$ cat src/rtl/srcid_dbg_pkg.sv
// Package: shared widths, the reserved idle code and the capture record
// for the source-ID debug tagger.
package srcid_dbg_pkg;
    localparam int unsigned ID_W = 5;
    localparam int unsigned AD_W = 32;
    localparam logic [ID_W-1:0] ID_IDLE = '1;

    typedef enum logic {
        CAP_ADDR = 1'b0,
        CAP_DATA = 1'b1
    } cap_kind_e;

    typedef struct packed {
        logic            vld;
        cap_kind_e       kind;
        logic            err;
        logic [AD_W-1:0] value;
        logic [ID_W-1:0] id;
    } cap_rec_t;
endpackage

$ cat src/rtl/srcid_mode_latch.sv
// Module: srcid_mode_latch
// Holds the tagging enable. The register follows the strap while reset is
// held and freezes once reset is released.
// Assumes the strap is stable for at least one clock edge before release.
module srcid_mode_latch (
    input  logic clk,
    input  logic rst_n,
    input  logic strap,
    output logic mode_en
);
    // Track the strap during reset, hold it afterwards.
    always_ff @(posedge clk) begin
        if (!rst_n) begin
            mode_en <= strap;
        end
    end
endmodule

$ cat src/rtl/srcid_pin_driver.sv
// Module: srcid_pin_driver
// Registers the bus value and the strobes to the pins and drives the
// source identifier. The identifier is the owner's ID during a valid phase
// with tagging enabled, and the idle code otherwise.
// Assumes the bus engine raises phase_vld for every address or data phase.
module srcid_pin_driver #(
    parameter int unsigned AD_W = 32,
    parameter int unsigned ID_W = 5
) (
    input  logic            clk,
    input  logic            rst_n,
    input  logic            mode_en,
    input  logic [AD_W-1:0] in_ad,
    input  logic            in_ale,
    input  logic            in_dval,
    input  logic            in_phase_vld,
    input  logic [ID_W-1:0] in_src_id,
    output logic [AD_W-1:0] pin_ad,
    output logic            pin_ale,
    output logic            pin_dval,
    output logic [ID_W-1:0] pin_id
);
    localparam logic [ID_W-1:0] IDLE = '1;

    logic [ID_W-1:0] id_next;

    // Choose the identifier for the next pin cycle.
    always_comb begin
        id_next = IDLE;
        if (mode_en && in_phase_vld) begin
            id_next = in_src_id;
        end
    end

    // Pin registers: value, strobes, identifier.
    always_ff @(posedge clk) begin
        if (!rst_n) begin
            pin_ad   <= '0;
            pin_ale  <= 1'b0;
            pin_dval <= 1'b0;
            pin_id   <= IDLE;
        end else begin
            pin_ad   <= in_ad;
            pin_ale  <= in_ale;
            pin_dval <= in_dval;
            pin_id   <= id_next;
        end
    end
endmodule

$ cat src/rtl/srcid_capture_mon.sv
// Module: srcid_capture_mon
// Observes the driven pins and records one capture per qualifying cycle.
// An address capture needs the address-latch strobe and a valid ID. A data
// capture needs the data-valid strobe and a valid ID. When both strobes are
// high, the address wins and the error flag is raised.
// Assumes the pins are sampled on the same clock that drives them.
module srcid_capture_mon #(
    parameter int unsigned AD_W = 32,
    parameter int unsigned ID_W = 5
) (
    input  logic            clk,
    input  logic            rst_n,
    input  logic [AD_W-1:0] pin_ad,
    input  logic            pin_ale,
    input  logic            pin_dval,
    input  logic [ID_W-1:0] pin_id,
    output logic            cap_vld,
    output logic            cap_is_data,
    output logic            cap_err,
    output logic [AD_W-1:0] cap_value,
    output logic [ID_W-1:0] cap_id
);
    localparam logic [ID_W-1:0] IDLE = '1;

    logic id_ok;
    logic take_addr;
    logic take_data;
    logic clash;

    // Qualify the strobes with a non-idle identifier and rank them.
    always_comb begin
        id_ok     = (pin_id != IDLE);
        take_addr = id_ok && pin_ale;
        take_data = id_ok && pin_dval && !pin_ale;
        clash     = id_ok && pin_ale && pin_dval;
    end

    // Pulse registers: valid, kind and error last one cycle.
    always_ff @(posedge clk) begin
        if (!rst_n) begin
            cap_vld     <= 1'b0;
            cap_is_data <= 1'b0;
            cap_err     <= 1'b0;
        end else begin
            cap_vld     <= take_addr || take_data;
            cap_is_data <= take_data;
            cap_err     <= clash;
        end
    end

    // Payload registers: load only on a capture, hold otherwise.
    always_ff @(posedge clk) begin
        if (!rst_n) begin
            cap_value <= '0;
            cap_id    <= IDLE;
        end else if (take_addr || take_data) begin
            cap_value <= pin_ad;
            cap_id    <= pin_id;
        end
    end
endmodule

$ cat src/rtl/sdram_addr_split.sv
// Module: sdram_addr_split
// Splits a captured value into row, bank and column fields, ordered from
// the top as row, bank, column, then unconnected low bits. The number of
// low bits follows the port width code.
// Assumes the low bits plus ROW_W + BANK_W + COL_W fit in AD_W.
module sdram_addr_split #(
    parameter int unsigned AD_W   = 32,
    parameter int unsigned ROW_W  = 13,
    parameter int unsigned BANK_W = 2,
    parameter int unsigned COL_W  = 10
) (
    input  logic [AD_W-1:0]   value,
    input  logic [1:0]        port_size,
    output logic [ROW_W-1:0]  row,
    output logic [BANK_W-1:0] bank,
    output logic [COL_W-1:0]  col
);
    localparam int unsigned MAX_LSB = 2;
    localparam int unsigned USED_W  = MAX_LSB + ROW_W + BANK_W + COL_W;

    logic [AD_W-1:0] aligned;

    initial begin
        if (USED_W > AD_W) begin
            $error("sdram_addr_split: fields exceed the bus width");
        end
    end

    // Strip the unconnected low bits selected by the port width.
    always_comb begin
        unique case (port_size)
            2'd0:    aligned = value;
            2'd1:    aligned = value >> 1;
            default: aligned = value >> 2;
        endcase
    end

    // Slice the aligned value into its fields.
    always_comb begin
        col  = aligned[COL_W-1:0];
        bank = aligned[COL_W +: BANK_W];
        row  = aligned[COL_W+BANK_W +: ROW_W];
    end
endmodule

$ cat src/rtl/srcid_debug_tagger.sv
// Module: srcid_debug_tagger (top)
// Debug tagger for a multiplexed address/data local bus. It drives the
// transaction source identifier beside the bus value. A built-in monitor
// captures the tagged addresses and data and splits them into SDRAM fields.
// Assumes a single clock and a synchronous active-low reset.
module srcid_debug_tagger #(
    parameter int unsigned ROW_W  = 13,
    parameter int unsigned BANK_W = 2,
    parameter int unsigned COL_W  = 10
) (
    input  logic                                clk,
    input  logic                                rst_n,
    input  logic                                dbg_strap,
    input  logic [1:0]                          port_size,
    input  logic [srcid_dbg_pkg::AD_W-1:0]      core_ad,
    input  logic                                core_ale,
    input  logic                                core_dval,
    input  logic                                core_phase_vld,
    input  logic [srcid_dbg_pkg::ID_W-1:0]      core_src_id,
    output logic [srcid_dbg_pkg::AD_W-1:0]      bus_ad,
    output logic                                bus_ale,
    output logic                                bus_dval,
    output logic [srcid_dbg_pkg::ID_W-1:0]      bus_src_id,
    output logic                                cap_vld,
    output logic                                cap_is_data,
    output logic [srcid_dbg_pkg::AD_W-1:0]      cap_value,
    output logic [srcid_dbg_pkg::ID_W-1:0]      cap_id,
    output logic                                cap_err,
    output logic [ROW_W-1:0]                    cap_row,
    output logic [BANK_W-1:0]                   cap_bank,
    output logic [COL_W-1:0]                    cap_col
);
    import srcid_dbg_pkg::*;

    logic     dbg_mode_q;
    cap_rec_t rec;

    srcid_mode_latch u_mode (
        .clk     (clk),
        .rst_n   (rst_n),
        .strap   (dbg_strap),
        .mode_en (dbg_mode_q)
    );

    srcid_pin_driver #(
        .AD_W (AD_W),
        .ID_W (ID_W)
    ) u_pins (
        .clk          (clk),
        .rst_n        (rst_n),
        .mode_en      (dbg_mode_q),
        .in_ad        (core_ad),
        .in_ale       (core_ale),
        .in_dval      (core_dval),
        .in_phase_vld (core_phase_vld),
        .in_src_id    (core_src_id),
        .pin_ad       (bus_ad),
        .pin_ale      (bus_ale),
        .pin_dval     (bus_dval),
        .pin_id       (bus_src_id)
    );

    logic cap_is_data_w;

    srcid_capture_mon #(
        .AD_W (AD_W),
        .ID_W (ID_W)
    ) u_mon (
        .clk         (clk),
        .rst_n       (rst_n),
        .pin_ad      (bus_ad),
        .pin_ale     (bus_ale),
        .pin_dval    (bus_dval),
        .pin_id      (bus_src_id),
        .cap_vld     (rec.vld),
        .cap_is_data (cap_is_data_w),
        .cap_err     (rec.err),
        .cap_value   (rec.value),
        .cap_id      (rec.id)
    );

    // Map the kind bit onto the record's enum field.
    always_comb begin
        rec.kind = cap_is_data_w ? CAP_DATA : CAP_ADDR;
    end

    sdram_addr_split #(
        .AD_W   (AD_W),
        .ROW_W  (ROW_W),
        .BANK_W (BANK_W),
        .COL_W  (COL_W)
    ) u_split (
        .value     (rec.value),
        .port_size (port_size),
        .row       (cap_row),
        .bank      (cap_bank),
        .col       (cap_col)
    );

    // Drive the capture outputs from the record.
    always_comb begin
        cap_vld     = rec.vld;
        cap_is_data = (rec.kind == CAP_DATA);
        cap_err     = rec.err;
        cap_value   = rec.value;
        cap_id      = rec.id;
    end
endmodule

$ cat config.mk
export PLATFORM = sky130hd
export DESIGN_NAME = srcid_debug_tagger
export DESIGN_NICKNAME = d
export VERILOG_FILES = /design/src/rtl/srcid_dbg_pkg.sv /design/src/rtl/srcid_mode_latch.sv /design/src/rtl/srcid_pin_driver.sv /design/src/rtl/srcid_capture_mon.sv /design/src/rtl/sdram_addr_split.sv /design/src/rtl/srcid_debug_tagger.sv
export SDC_FILE = /design/constraint.sdc
export NUM_CORES = 1
export LEC_CHECK = 0
export BUFFER_PORTS_ARGS = -buffer_cell sky130_fd_sc_hd__buf_4
export CAP_MARGIN = 20
export CELL_PAD_IN_SITES_DETAIL_PLACEMENT = 1
export CELL_PAD_IN_SITES_GLOBAL_PLACEMENT = 2
export CORE_MARGIN = 2
export CORE_UTILIZATION = 28
export CTS_BUF_LIST = sky130_fd_sc_hd__clkbuf_4 sky130_fd_sc_hd__clkbuf_8 sky130_fd_sc_hd__clkbuf_16
export CTS_CLUSTER_SIZE = 24
export DETAILED_ROUTE_END_ITERATION = 8
export GPL_TIMING_DRIVEN = 0
export PLACE_DENSITY_LB_ADDON = 0.2
export SLEW_MARGIN = 20
export SYNTH_ARGS = -nofsm -noshare
export SYNTH_HDL_FRONTEND = slang
export SYNTH_SLANG_ARGS = --single-unit
$ cat constraint.sdc
create_clock -name clk -period 1.6 [get_ports clk]
set_input_delay 0.08 -clock clk [delete_from_list [all_inputs] [get_ports clk]]
set_output_delay 0.08 -clock clk [all_outputs]
set_load 0.005 [all_outputs]
==> impl_metrics.tcl, run 1 <==
set metrics [dict create \
    io_buffers 145 \
    min_period_ns 1.47 \
    clock.fmax_ghz 0.680 \
    fin_area_um2 5960 \
    gp_routability_congestion 0.752 \
    p_comb_frac 0.154 \
    cp-start-kind "flop" \
    cts_setup_buffers 0 \
    grt_use_total 0.200 \
    dp_hpwl_um 10200 \
    place_inst 752 \
    crit_path_max_incr_delay_ns 0.46 \
    clk_latency_ns 0.34 \
    hold_viol 0 \
    netlist_area_um2 3840 \
    p_seq_frac 0.375 \
    slew_headroom 0.594 \
    routedWlPerCell_um 18.1 \
    routed_wl_um 14700 \
    reg2reg_slack_ns 0.13 \
    numCtsBuffers 9 \
    overflow 0 \
    path_common_cell "buf_2" \
    fin_skew_ns 0.00601 \
    die-area_um2 14700 \
    status "finished, final reports clean" \
    ys_warn_count 0 \
    grt_pass1_vias 4395 \
    drcViolationCount 0 \
    slew_violations 0 \
    die_h_um 121 \
    cts_num_sinks 80 \
    syn-num-nets 476 \
    grt-busiest-layer "met2" \
    core.rowCount 42 \
    cp.required_ns 1.80 \
    final.period_utilization 0.919 \
    pwr-share-clk 0.470 \
    critPathKind "flop to flop" \
    clk_path_buf_depth 2 \
    grt_max_degree 14 \
    nets 672 \
    switching_power_w 0.00136 \
    path_cells "nand2_1 > buf_2 > buf_2 > a2bb2oi_1 > o311ai_0" \
    crit_arrival_ns 1.67 \
    dr.pass1.iters 4 \
    antenna_found_initial 0 \
    p_int_w 0.00451 \
    syn_inst 431 \
    worst-slew-pin-transition_ns 0.609 \
    area_delta_synth_final_pct 55.1 \
    die_x_um 121 \
    grt_use_met2 0.341 \
    syn-mean-instance-area_um2 8.92 \
    via_per_inst 5.09 \
    max-vdd-ir-drop_mv 0.383 \
    use_met1 0.253 \
    final_common_cell "buf_4" \
    final_cell_mix "buf_4 (149), nand2_1 (91), dfxtp_1 (79)" \
    cp_max_fo 10 \
    crit_path_end_kind "flop" \
    p_sw_frac 0.232 \
    finalSetupTns_ns 0 \
    hp-class "input pin to flop" \
    antenna_left 0 \
    p_leak_nw 2.91 \
    place_area_um2 5150 \
    clkTransAtPathRegs_ns 0.06 \
    instances_no_fill 808 \
    ys_ff_latch 80 \
    rsz0062_at_grt "false" \
    drive_gt1_frac 0.310 \
    core-area_um2 13300 \
    p_per_area_nw_per_um2 985 \
    synth_cell_types 23 \
    ios 149 \
    cts_tree "built" \
    grt_use_met3 0.0390 \
    cap_violations 0 \
    start_util 0.288 \
    cts.htree.levels 3 \
    grt_pass1_wl_um 23100 \
    antenna_cells 0 \
    ctsRootBufferMaster "clkbuf_16" \
    finalSetupViolations 0 \
    num_vias 4115 \
    drtIter0Drc 124 \
    slowest_stage "dfxtp_1" \
    seq_area_frac_synth 0.419 \
]
-- worst paths after layout --
path,startpoint,end,depth (start not counted)
setup / recovery,u_pins.pin_id[4],u_mon.cap_value[1],5
hold / removal,core_phase_vld,u_pins.pin_id[2],3
setup reg to reg,u_pins.pin_id[4],u_mon.cap_value[1],5
hold reg to reg,u_mon.cap_value[28],u_mon.cap_value[28],2
-- kinds of logic (layout without fill, tap and decap cells) --
group           after synthesis  after routing  synth area share
compound gates              132            132             0.276
buf+inv                      47            248            0.0648
flops                        80             80             0.419
mux                          25             25            0.0651
simple gates                147            147             0.175
-- repair_timing --
action | in CTS | in global routing
endpoints found under the hold margin | 40 | 0
hold buffers | 40 | 0
gates resized for setup | 0 | 10
endpoints found under the setup margin | 0 | 17
-- Yosys cell counts --
master	number	share of area
nand4_1	5	0.0081
or2_2	5	0.0081
nor2_1	8	0.0078
buf_2	15	0.020
dfxtp_1	79	0.41
clkbuf_2	1	0.0013
o311ai_1	25	0.057
nand2_1	91	0.089
o211a_1	32	0.083
nand3_1	2	0.0026
mux2i_1	25	0.065
buf_6	5	0.015
edfxtp_1	1	0.0078
nor3b_1	1	0.0020
a21oi_1	5	0.0065
buf_4	4	0.0078
o21ai_0	31	0.040
o311ai_0	7	0.016
a2bb2oi_1	32	0.073
and2_1	34	0.055
or2_1	1	0.0016
clkbuf_1	21	0.021
inv_1	1	0.00098
-- sequential cells by signal, indices dropped and copies added (netlist names) --
signal	flops
u_mode.mode_en	1
u_mon.cap_err	1
u_mon.cap_id	5
u_mon.cap_is_data	1
u_mon.cap_value	32
u_mon.cap_vld	1
u_pins.pin_ad	32
u_pins.pin_ale	1
u_pins.pin_dval	1
u_pins.pin_id	5
-- final cells by class --
class | instances | area, um^2
Sequential cell | 80 | 1610
Clock inverter | 5 | 150
Clock buffer | 11 | 253
Tap cell | 176 | 220
Fill cell | 1549 | 7390
Timing Repair Buffer | 185 | 1490
Buffer | 46 | 251
Inverter | 1 | 3.75
Multi-Input combinational cell | 304 | 1980
-- power groups by stage --
| stage | combinational, W | clock, W | sequential, W |
|---|---|---|---|
| global route | 0.000987 | 0.00289 | 0.00222 |
| global placement | 0.000810 | 0 | 0.00225 |
| finish | 0.000907 | 0.00276 | 0.00221 |
| floorplan | 0.000397 | 0 | 0.00222 |
| detailed placement | 0.000828 | 0 | 0.00225 |
| CTS | 0.000907 | 0.00281 | 0.00221 |
-- per-stage QoR --
stage	util	setup slack, ns	power, W	hold slack, ns
after floorplan	-	0.366	0.00262	0.179
after global placement	0.386	0.119	0.00306	0.258
after detailed placement	0.386	0.0938	0.00308	0.260
after CTS	0.446	0.0793	0.00593	0.127
after global routing	0.447	0.0154	0.00609	0.174
final	0.447	0.130	0.00587	0.125
-- metal layers --
layer / vias up / share of wire
met4: 0 / 0.013
li1: 1965 / -
met1: 2006 / 0.45
met2: 130 / 0.48
met5: - / 0
met3: 14 / 0.056
-- worst max-delay path, delay by kind of cell, from the launching register on --
kind / cells / cell delay, ns
AO/OA/AOI/OAI: 2 / 0.32
buffers and inverters: 2 / 0.42
flip-flops: 1 / 0.46
AND/OR/NAND/NOR: 1 / 0.11
No activity file was read; power rests on OpenSTA's default activity.
==> run 2, diff against run 1 <==
Settings changed: ABC_AREA set to 1, CORE_UTILIZATION 28 to 25.
==> impl_metrics.tcl, run 2 <==
set metrics [dict create \
    status "finished, final reports clean" \
    max-vdd-ir-drop_mv 0.447 \
    routed_wl_um 12100 \
    cts_hold_buf 40 \
    hold_viol 0 \
    drcViolationCount 0 \
    antenna_left 0 \
    num_vias 3606 \
    hp-class "input pin to flop" \
    grt_pass1_wl_um 18900 \
    drtIter0Drc 143 \
    start_util 0.254 \
    crit_path_end_kind "output port" \
    finalSetupViolations 0 \
    crit_arrival_ns 1.42 \
    synth_area_leaders "dfxtp_1 (45%), inv_1 (15%), nand2_1 (14%), o211ai_1 (7.3%), nor2_1 (3.8%)" \
    min_period_ns 1.50 \
    cap_violations 0 \
    cts_num_sinks 80 \
    grt_pass1_vias 3710 \
    gp_routability_congestion 0.799 \
    cp-start-kind "input pin" \
    clock.fmax_ghz 0.667 \
    numCtsBuffers 9 \
    area_delta_synth_final_pct 57.0 \
    grt_use_total 0.165 \
    worst-slew-pin-transition_ns 0.557 \
    instances_no_fill 877 \
    p_leak_nw 2.93 \
    place_inst 822 \
    syn_inst 495 \
    fin_skew_ns 0.00447 \
    antenna_cells 0 \
    yosys.area_share.simple 0.189 \
    multi_input_area_um2 1220 \
    clkTransAtPathRegs_ns 0.06 \
    nFillCells 1718 \
    cts_resized 0 \
    overflow 0 \
    die-area_um2 15000 \
    synth_top_family_by_area "buffers and inverters" \
    grt_max_degree 13 \
    slew_violations 0 \
    nets 738 \
    synth.most_common_cell "inv_1" \
    ys_warn_count 0 \
    ios 149 \
    synth_compound_area_frac 0.159 \
    final_cell_mix "buf_4 (148), inv_1 (139), nand2_1 (128)" \
    via_per_inst 4.11 \
    cts_tree "built" \
    io_buffers 147 \
    cts_setup_buffers 0 \
    drive_gt1_frac 0.263 \
    synth_commonest_cells "inv_1 (139), nand2_1 (128), dfxtp_1 (79)" \
    routedWlPerCell_um 13.8 \
    die_x_um 123 \
    antenna_found_initial 0 \
    dp_hpwl_um 9060 \
    synth_adder_area_share 0 \
    ys_ff_latch 80 \
    synth.top_cell.area_share 0.450 \
    syn-mean-instance-area_um2 7.10 \
    core.rowCount 43 \
    clk_path_buf_depth 2 \
    final.period_utilization 0.937 \
    p_per_area_nw_per_um2 934 \
    netlist_area_um2 3510 \
    cp.required_ns 1.52 \
    seq_area_frac_synth 0.459 \
    syn-num-nets 540 \
    die_h_um 123 \
    muxShareOfSynthArea 0 \
    synth_ff_type "dfxtp_1" \
    synth_edf_count 1 \
    synth_cell_types 20 \
    cp_max_fo 10 \
    final_common_cell "buf_4" \
    critPathKind "input pin to output port" \
    core-area_um2 13800 \
    ctsRootBufferMaster "clkbuf_16" \
    clk_latency_ns 0.33 \
    synthXorXnorAreaFrac 0 \
    dr.pass1.iters 4 \
    yosys.area.top_type "dfxtp_1" \
    regArea_um2 1610 \
    cts.htree.levels 3 \
    finalSetupTns_ns 0 \
    slew_headroom 0.628 \
    async_flop_share 0 \
    rsz0062_at_grt "false" \
    top_regs "u_mon.cap_value (32), u_pins.pin_ad (32)" \
]
==> run 2: cell types whose count changed after synthesis, moves of 25 or more <==
| cell | delta |
|---|---|
| a2bb2oi_1 | -32 |
| o211ai_1 | +34 |
| mux2i_1 | -25 |
| and2_1 | -34 |
| nor2_1 | +28 |
| inv_1 | +138 |
| o311ai_1 | -25 |
| o211a_1 | -32 |
| nand2_1 | +37 |
==> run 2: area by class of cell <==
type	count	area share
Tap cell	180	0.0408
Clock buffer	14	0.0488
Buffer	30	0.0288
Sequential cell	80	0.292
Timing Repair Buffer	187	0.273
Clock inverter	1	0.000907
Multi-Input combinational cell	246	0.221
Inverter	139	0.0946
==> run 2: power breakdown <==
group          leakage (nW)  internal [W]  switching [W]
logic                  2.13      0.000515       0.000489
clock network         0.140       0.00115       0.000776
registers             0.661       0.00212      0.0000968
total                  2.93       0.00379        0.00136
==> run 2: critical path, stage by stage <==
cell	delay, ns
buf_4	0.12
inv_1	0.19
nand2_1	0.22
clkbuf_1	0.29
o21ai_0	0.34
buf_4	0.18
==> run 2: stage by stage <==
step | power [W] | area [um^2] | worst slack, ns | hold slack (ns) | utilization
global placement | 0.00318 | 4840 | 0.134 | 0.259 | 0.350
detailed placement | 0.00320 | 4840 | 0.138 | 0.265 | 0.350
CTS | 0.00523 | 5520 | 0.138 | 0.0957 | 0.399
finish | 0.00515 | 5520 | 0.101 | 0.0937 | 0.399
global route | 0.00545 | 5520 | 0.0162 | 0.123 | 0.399
floorplan | 0.00269 | 3510 | 0.456 | 0.172 | -
==> run 2: logic make-up (layout without fill, tap and decap cells) <==
logic type | Yosys count | count (layout)
AO/OA/AOI/OAI | 73 | 73
flip-flops | 80 | 80
buffers and inverters | 169 | 371
AND/OR/NAND/NOR | 173 | 173
==> run 2: worst paths after layout <==
check | start | endpoint | slack, ns | cells past startpoint
worst max-delay path | port_size[1] | cap_row[11] | 0.10 | 6
worst min-delay path | core_phase_vld | u_pins.pin_id[2] | 0.09 | 4
worst max register to register | u_pins.pin_dval | u_mon.cap_value[25] | 0.21 | 5
worst min register to register | u_mon.cap_id[4] | u_mon.cap_id[4] | 0.46 | 2
==> run 2: metal layers <==
metal / vias up / wire (um) / share of wire / GRT usage
li1: 1883 / - / - / -
met1: 1624 / 5480 / 0.45 / 0.204
met2: 88 / 5740 / 0.48 / 0.278
met3: 11 / 688 / 0.057 / 0.0390
met4: 0 / 167 / 0.014 / 0.0582
met5: - / 0 / 0 / 0
==> run 3, diff against run 2 <==
Settings changed: CORE_ASPECT_RATIO set to 1.5, CORE_MARGIN 2 to not set.
==> impl_metrics.tcl, run 3 (synthesized netlist as in run 2, its figures left out) <==
set metrics [dict create \
    status "finished, final reports clean" \
    r2r_cells 7 \
    die_h_um 147 \
    io_buffers 147 \
    critPathKind "input pin to output port" \
    worst-slew-pin-transition_ns 0.580 \
    place_area_um2 4820 \
    reg2reg_slack_ns 0.22 \
    die_x_um 98.8 \
    use_met1 0.178 \
    area_delta_synth_final_pct 57.7 \
    slew_headroom 0.612 \
    grt_max_degree 14 \
    cap_violations 0 \
    grt_use_met3 0.0371 \
    grt_pass1_vias 3980 \
    rsz0062_at_grt "false" \
    die-area_um2 14500 \
    worstHoldPathCells 3 \
    cts_tree "built" \
    slew_violations 0 \
    final_common_cell "buf_4" \
    crit_path_end_kind "output port" \
    worstHoldEndpoint "u_mon.cap_value[31]" \
    grt_use_total 0.171 \
    drtIter0Drc 62 \
    routedWlPerCell_um 13.9 \
    ios 149 \
    routed_wl_um 11900 \
    cts_setup_buffers 0 \
    cts.htree.levels 3 \
    cp-start-kind "input pin" \
    num_vias 3638 \
    antenna_cells 0 \
    drcViolationCount 0 \
    fin_area_um2 5540 \
    numCtsBuffers 9 \
    clock.fmax_ghz 0.696 \
    regArea_um2 1610 \
    dr.pass1.iters 4 \
    antenna_left 0 \
    core.rowCount 52 \
    max-vdd-ir-drop_mv 0.477 \
    antenna_found_initial 0 \
    top_regs "u_mon.cap_value (32), u_pins.pin_ad (32)" \
    min_period_ns 1.44 \
    nFillCells 1731 \
    nets 738 \
    start_util 0.258 \
    crit_arrival_ns 1.36 \
    grt-busiest-layer "met2" \
    finalSetupTns_ns 0 \
    final_cell_mix "buf_4 (148), inv_1 (139), nand2_1 (128)" \
    multi_input_area_um2 1220 \
    ctsRootBufferMaster "clkbuf_16" \
    cp.required_ns 1.52 \
    cts_num_sinks 80 \
    clk_latency_ns 0.33 \
    grt_use_met2 0.325 \
    hold_start "rst_n" \
    p_leak_nw 2.95 \
    fin_skew_ns 0.00752 \
    via_per_inst 4.23 \
    clkTransAtPathRegs_ns 0.06 \
    p_per_area_nw_per_um2 981 \
    worstReg2RegStart "u_pins.pin_id[0]" \
    r2r_end "u_mon.cap_value[18]" \
    finalSetupViolations 0 \
    final.period_utilization 0.898 \
    grt_pass1_wl_um 19400 \
    dp_hpwl_um 9190 \
    drive_gt1_frac 0.264 \
    clk_path_buf_depth 2 \
    core-area_um2 13600 \
    gp_routability_congestion 0.775 \
    cp_max_fo 10 \
    hold_viol 0 \
    hp-class "input pin to flop" \
    overflow 0 \
]
## run 3: cell count changes in the layout (fill, tap and decap cells not counted), sizes merged
cell | before | now
clkinv | 1 | 3
clkbuf | 28 | 24
bufinv | 0 | 2
clkinvlp | 0 | 1
## run 3: through the flow
stage	std cells	utilization	setup slack [ns]	hold WS, ns	total power, W
4_1_cts	860	0.408	0.0911	0.0803	0.00552
2_1_floorplan	495	-	0.456	0.172	0.00269
6_report	860	0.408	0.163	0.0731	0.00544
5_1_grt	860	0.408	0.0298	0.0962	0.00573
3_3_place_gp	804	0.354	0.0860	0.257	0.00318
3_5_place_dp	804	0.354	0.0909	0.259	0.00319
## run 3: per-layer routing
metal | up-vias | share of wire
met1 | 1642 | 0.39
met5 | - | 0
met4 | 0 | 0.018
met3 | 16 | 0.051
li1 | 1882 | -
met2 | 98 | 0.54
## run 3: how the worst max path moves through the flow
stage | from | end | slack (ns)
floorplan | u_pins.pin_id[3] | u_mon.cap_value[10] | 0.46
global route | port_size[1] | cap_col[9] | 0.03
detailed placement | port_size[1] | cap_col[9] | 0.09
CTS | port_size[1] | cap_col[9] | 0.09
finish | port_size[1] | cap_row[7] | 0.16
global placement | port_size[1] | cap_col[9] | 0.09
## run 3: layout make-up
class | count | share of cell area
flip-flops and latches | 80 | 0.291
repair buffers | 187 | 0.271
multi-input cells | 246 | 0.220
inverters | 139 | 0.0942
clock buffers | 10 | 0.0431
well taps | 162 | 0.0366
plain buffers | 30 | 0.0287
clock inverters | 6 | 0.0149
## run 3: worst max-delay path: stages
cell,delay (ns)
buf_4,0.12
nor2_1,0.46
buf_2,0.35
a22oi_1,0.10
o21ai_0,0.11
buf_4,0.14
## run 3: repair_timing
item                       in CTS  in global routing
hold buffers                   40                  0
setup endpoints to repair       0                  0
resized for setup               0                  0
hold endpoints to repair       40                  0
## run 3: report_power, final
group | total, W | leakage (nW) | switching (W) | internal (W)
Clock | 0.00222 | 0.158 | 0.000821 | 0.00140
Combinational | 0.00100 | 2.13 | 0.000486 | 0.000515
Sequential | 0.00221 | 0.661 | 0.0000910 | 0.00212
Total | 0.00544 | 2.95 | 0.00140 | 0.00404
